==> src/rtl/wdog_pkg.sv <==
package wdog_pkg;
  typedef enum logic [1:0] {
    WD_OFF    = 2'b00,
    WD_SW     = 2'b01,
    WD_AWAKE  = 2'b10,
    WD_ALWAYS = 2'b11
  } wd_mode_e;
endpackage

==> src/rtl/wdog_gate.sv <==
module wdog_gate
  import wdog_pkg::*;
(
  input  logic       clk_i,
  input  logic       rst_ni,
  input  logic [1:0] mode_i,
  input  logic       sw_en_i,
  input  logic       sleep_i,
  input  logic       ost_busy_i,
  input  logic       clr_i,
  output logic       run_o,
  output logic       zap_o
);
  wd_mode_e mode;
  logic     en;
  logic     sleep_q;

  assign mode = wd_mode_e'(mode_i);

  always_comb begin
    unique case (mode)
      WD_OFF:    en = 1'b0;
      WD_SW:     en = sw_en_i;
      WD_AWAKE:  en = ~sleep_i;
      WD_ALWAYS: en = 1'b1;
      default:   en = 1'b0;
    endcase
  end

  always_ff @(posedge clk_i or negedge rst_ni) begin
    if (!rst_ni) sleep_q <= 1'b0;
    else         sleep_q <= sleep_i;
  end

  assign run_o = en & ~ost_busy_i;
  // any zeroing source: strobe, sleep entry, disabled or start-up hold
  assign zap_o = clr_i | (sleep_i & ~sleep_q) | ~run_o;
endmodule

==> src/rtl/wdog_prescaler.sv <==
module wdog_prescaler #(
  parameter int PSEL_W   = 5,
  parameter int BASE_EXP = 5,
  parameter int MAX_SEL  = 18,
  localparam int CNT_W   = BASE_EXP + MAX_SEL,
  localparam int N_SEL   = MAX_SEL + 1
) (
  input  logic              clk_i,
  input  logic              rst_ni,
  input  logic              tick_i,
  input  logic              zap_i,
  input  logic [PSEL_W-1:0] sel_i,
  output logic              hit_o
);
  logic [CNT_W-1:0]  cnt;
  logic [CNT_W-1:0]  lim_tbl [N_SEL];
  logic [PSEL_W-1:0] sel_eff;
  logic [CNT_W-1:0]  lim_m1;
  logic              term;

  for (genvar k = 0; k < N_SEL; k++) begin : g_lim
    assign lim_tbl[k] = CNT_W'((64'd1 << (k + BASE_EXP)) - 64'd1);
  end

  assign sel_eff = (sel_i > PSEL_W'(MAX_SEL)) ? PSEL_W'(MAX_SEL) : sel_i;
  assign lim_m1  = lim_tbl[sel_eff];
  // >= so a select lowered mid-count expires on the next tick
  assign term    = (cnt >= lim_m1);
  assign hit_o   = tick_i & ~zap_i & term;

  always_ff @(posedge clk_i or negedge rst_ni) begin
    if (!rst_ni)     cnt <= '0;
    else if (zap_i)  cnt <= '0;
    else if (tick_i) cnt <= term ? '0 : cnt + CNT_W'(1);
  end
endmodule

==> src/rtl/wdog_event.sv <==
module wdog_event (
  input  logic clk_i,
  input  logic rst_ni,
  input  logic hit_i,
  input  logic sleep_i,
  input  logic clr_i,
  output logic rst_req_o,
  output logic wake_o,
  output logic flag_o
);
  always_ff @(posedge clk_i or negedge rst_ni) begin
    if (!rst_ni) begin
      rst_req_o <= 1'b0;
      wake_o    <= 1'b0;
      flag_o    <= 1'b0;
    end else begin
      rst_req_o <= hit_i & ~sleep_i;
      wake_o    <= hit_i & sleep_i;
      if (clr_i)      flag_o <= 1'b0;
      else if (hit_i) flag_o <= 1'b1;
    end
  end
endmodule

==> src/rtl/wdog_timer.sv <==
module wdog_timer #(
  parameter int PSEL_W   = 5,
  parameter int BASE_EXP = 5,
  parameter int MAX_SEL  = 18
) (
  input  logic              clk_i,
  input  logic              rst_ni,
  input  logic              tick_i,
  input  logic [1:0]        mode_i,
  input  logic              sw_en_i,
  input  logic [PSEL_W-1:0] period_sel_i,
  input  logic              clr_i,
  input  logic              sleep_i,
  input  logic              ost_busy_i,
  output logic              rst_req_o,
  output logic              wake_o,
  output logic              timeout_flag_o
);
  logic run, zap, hit;

  wdog_gate u_gate (
    .clk_i      (clk_i),
    .rst_ni     (rst_ni),
    .mode_i     (mode_i),
    .sw_en_i    (sw_en_i),
    .sleep_i    (sleep_i),
    .ost_busy_i (ost_busy_i),
    .clr_i      (clr_i),
    .run_o      (run),
    .zap_o      (zap)
  );

  wdog_prescaler #(
    .PSEL_W   (PSEL_W),
    .BASE_EXP (BASE_EXP),
    .MAX_SEL  (MAX_SEL)
  ) u_pre (
    .clk_i  (clk_i),
    .rst_ni (rst_ni),
    .tick_i (tick_i & run),
    .zap_i  (zap),
    .sel_i  (period_sel_i),
    .hit_o  (hit)
  );

  wdog_event u_evt (
    .clk_i     (clk_i),
    .rst_ni    (rst_ni),
    .hit_i     (hit),
    .sleep_i   (sleep_i),
    .clr_i     (clr_i),
    .rst_req_o (rst_req_o),
    .wake_o    (wake_o),
    .flag_o    (timeout_flag_o)
  );
endmodule

==> config.mk <==
export PLATFORM = sky130hd
export DESIGN_NAME = wdog_timer
export DESIGN_NICKNAME = d
export VERILOG_FILES = /design/src/rtl/wdog_pkg.sv /design/src/rtl/wdog_gate.sv /design/src/rtl/wdog_prescaler.sv /design/src/rtl/wdog_event.sv /design/src/rtl/wdog_timer.sv
export SDC_FILE = /design/constraint.sdc
export NUM_CORES = 1
export LEC_CHECK = 0
export BUFFER_PORTS_ARGS = -buffer_cell sky130_fd_sc_hd__buf_2
export CORE_ASPECT_RATIO = 1.1
export CORE_UTILIZATION = 35
export DETAILED_ROUTE_END_ITERATION = 8
export PLACE_DENSITY = 0.52
export SETUP_SLACK_MARGIN = 0.3
export SLEW_MARGIN = 15
export SYNTH_ARGS = -nofsm -noshare
export SYNTH_HDL_FRONTEND = slang
export SYNTH_SLANG_ARGS = --single-unit
==> constraint.sdc <==
create_clock -name clk_i -period 2.6 [get_ports clk_i]
set_input_delay 0.52 -clock clk_i [delete_from_list [all_inputs] [get_ports clk_i]]
set_output_delay 0.52 -clock clk_i [all_outputs]
set_load 0.01 [all_outputs]
==> impl_metrics.py <==
metrics = {
    "power": {
        "power.density_nw_per_um2": 299,
        "power.total_w": 0.000768,
        "power_leakage_nw": 1.13,
        "max-vdd-ir-drop_uv": 235,
    },
    "global_route": {
        "grt_pass1_wl_um": 8250,
        "grt_pass1_vias": 1760,
        "antenna_found_initial": 0,
        "grt.total_usage_pct": 17.8,
        "grt_max_degree": 28,
        "grt_overflow": 0,
    },
    "critical_path": {
        "cpPeakStageDelay_ns": 0.42,
        "cp_slowest_cell": "a221o_1",
        "startpoint_type": "primary input",
        "worstPathArrival_ns": 2.65,
        "cp_max_fo": 22,
        "path_cells": "buf_6 -> or3_4 -> o21ai_2 -> ha_1 -> a21o_1 -> a221o_1 -> nor2_4 -> buf_12 -> a41oi_1 -> a31oi_1",
        "crit_type": "primary input to register",
        "crit_path_end_kind": "register",
        "crit_required_ns": 2.80,
    },
    "placement": {
        "dp_hpwl_um": 3540,
        "place_ws_ns": -0.260,
        "gp_congestion": 0.737,
        "portBuffers": 16,
        "dp.cells": 325,
    },
    "drt": {
        "avgViaCountPerCell": 5.62,
        "vias": 1887,
        "dr.pass1.iters": 4,
        "drcViolationCount": 0,
        "ant_nets": 0,
        "drt-initial-drc-count": 63,
        "routed_wl_um": 5090,
        "wire_per_inst_um": 15.1,
    },
    "yosys": {
        "synth_enable_flop_cells": 0,
        "synth_nets": 264,
        "synth.most_common_cell": "a31oi_1",
        "yosysSeqAreaShare_pct": 33.3,
        "synth_flop_cell": "dfrtp_1",
        "async_flop_share_pct": 100,
        "syn_inst": 231,
        "synth_area_um2": 2030,
        "synthTopCellsByArea": "dfrtp_1, ha_1, a31oi_1",
        "synth_warnings": 0,
        "synth_cell_types": 44,
        "synthTopCellsByCount": "a31oi_1, dfrtp_1, ha_1, nand2_1, a21oi_1",
        "synth_area_per_cell_um2": 8.77,
        "synth_top_area_share_pct": 33.3,
        "ys_ff_latch": 27,
        "yosysTopAreaCell": "dfrtp_1",
    },
    "floorplanning": {
        "start_util_pct": 37.1,
        "fp.coreArea_um2": 5470,
        "die_w_um": 74.6,
        "die_h_um": 81.8,
        "die_area_um2": 6100,
        "io_pins": 17,
        "rows": 28,
    },
    "min_path": {
        "min_path_type": "primary input to asynchronous set/reset pin",
    },
    "sta": {
        "layout_setup_ws_ns": 0.147,
        "final.period_utilization_pct": 94.4,
        "fin_hold_ws_ns": 0.251,
        "worst_slew_margin_rel_pct": 59.2,
        "max_freq_mhz": 408,
        "tightest_slew_ns": 0.612,
        "hold_violations": 0,
        "drv_slew": 0,
        "period_minus_slack_ns": 2.45,
        "fin_tns_setup_ns": 0,
        "rsz0062_at_grt": "true",
        "skew_ns": 0.00376,
        "finalSetupViolCount": 0,
    },
    "clock_tree": {
        "clockBufferDepth": 2,
        "cts_hold_buf": 0,
        "cts_inserted_buffers": 3,
        "htreeDepth": 1,
        "clkLatencyLatePin_ns": 0.27,
        "cts_tree": "done",
        "root_buffer": "clkbuf_8",
        "cts.sinks": 27,
        "path_clk_slew_ns": 0.09,
    },
    "finish": {
        "antenna-diode-count": 0,
        "final_cells": 336,
        "nets": 295,
        "drive_above_1_share_pct": 26.1,
        "syn_to_final_growth_pct": 26.5,
    },
    "job": {
        "drv_cap": 0,
    },
    "status": {
        "status": "finished, final reports clean",
    },
}
==> cell families after synthesis <==
| kind of cell | Yosys count | synth area share, % |
|---|---|---|
| buffers and inverters | 23 | 5.86 |
| adder cells (fa/ha/maj) | 19 | 11.7 |
| XOR/XNOR | 1 | 0.432 |
| AND/OR/NAND/NOR | 86 | 24.1 |
| multiplexers | 6 | 2.96 |
| flip-flops | 27 | 33.3 |
| AO/OA/AOI/OAI | 69 | 21.5 |
==> worst max-delay path: cells and delay by family <==
| kind | cells | cell delay (ns) |
|---|---|---|
| compound gates | 5 | 1.01 |
| simple gates | 2 | 0.58 |
| fa+ha+maj | 1 | 0.26 |
| buf+inv | 2 | 0.27 |
==> cells in the final DEF (no fill, tap or decap), types with 3 or more instances in the layout <==
cell | Yosys | routed
a21oi_1 | 17 | 14
a21oi_2 | 0 | 3
a31oi_1 | 29 | 28
and3_1 | 8 | 8
buf_2 | 2 | 13
buf_4 | 1 | 16
buf_6 | 1 | 3
clkbuf_8 | 1 | 3
dfrtp_1 | 27 | 27
ha_1 | 19 | 18
inv_1 | 10 | 10
mux2i_1 | 6 | 6
nand2_1 | 19 | 17
nand3_1 | 13 | 12
nand3b_1 | 6 | 6
nand4_1 | 9 | 9
nor2_1 | 12 | 10
o21ai_0 | 7 | 3
o21ai_1 | 1 | 3
o21ai_2 | 1 | 3
or2_4 | 0 | 3
==> repair_timing <==
item	CTS	global route
cloned	2	2
endpoints found under the setup margin	26	26
pin swaps	8	8
gates resized for setup	15	11
setup buffers	0	3
==> worst paths after layout <==
| kind | from | end | slack (ns) | cells past startpoint |
|---|---|---|---|---|
| hold / removal | rst_ni | u_pre.cnt[0]$_DFFE_PN0P_ | 0.25 | 1 |
| max in group asynchronous | rst_ni | u_pre.cnt[4]$_DFFE_PN0P_ | 1.95 | 1 |
| setup / recovery | period_sel_i[0] | u_pre.cnt[9]$_DFFE_PN0P_ | 0.15 | 10 |
| setup reg to reg | u_pre.cnt[19]$_DFFE_PN0P_ | u_pre.cnt[10]$_DFFE_PN0P_ | 0.40 | 9 |
| hold reg to reg | u_evt.flag_o$_DFFE_PN0P_ | u_evt.flag_o$_DFFE_PN0P_ | 0.53 | 2 |
| min in group clk_i | sleep_i | u_gate.sleep_q$_DFF_PN0_ | 0.40 | 1 |
==> stage by stage <==
step / area [um2] / util, %
2_1_floorplan: 2070 / -
3_3_place_gp: 2290 / 41.8
3_5_place_dp: 2290 / 41.8
4_1_cts: 2450 / 44.9
5_1_grt: 2560 / 46.9
6_report: 2560 / 46.9
==> power breakdown <==
part	switching [W]	leakage (nW)	internal [W]	total, W
Sequential	0.00000104	0.375	0.000421	0.000422
Clock	0.000132	0.0228	0.000110	0.000242
Combinational	0.0000562	0.734	0.0000482	0.000104
==> registers in the layout (all words and copies together), names as in the netlist <==
signal           flops
u_evt.flag_o         1
u_evt.rst_req_o      1
u_evt.wake_o         1
u_gate.sleep_q       1
u_pre.cnt           23
==> layout make-up <==
class / instances / area, um2
repair buffers: 39 / 384
fillers: 544 / 2900
flip-flops and latches: 27 / 676
inverters: 10 / 37.5
multi-input cells: 181 / 1330
clock buffers: 4 / 45.0
well taps: 75 / 93.8
==> layer usage <==
layer | part of all wire [%] | GRT usage (%)
met5 | 0 | 0
met3 | 3.1 | 1.10
met2 | 49 | 30.8
met4 | 0.87 | 4.53
met1 | 47 | 24.1
(Power assumes the default switching activity.)
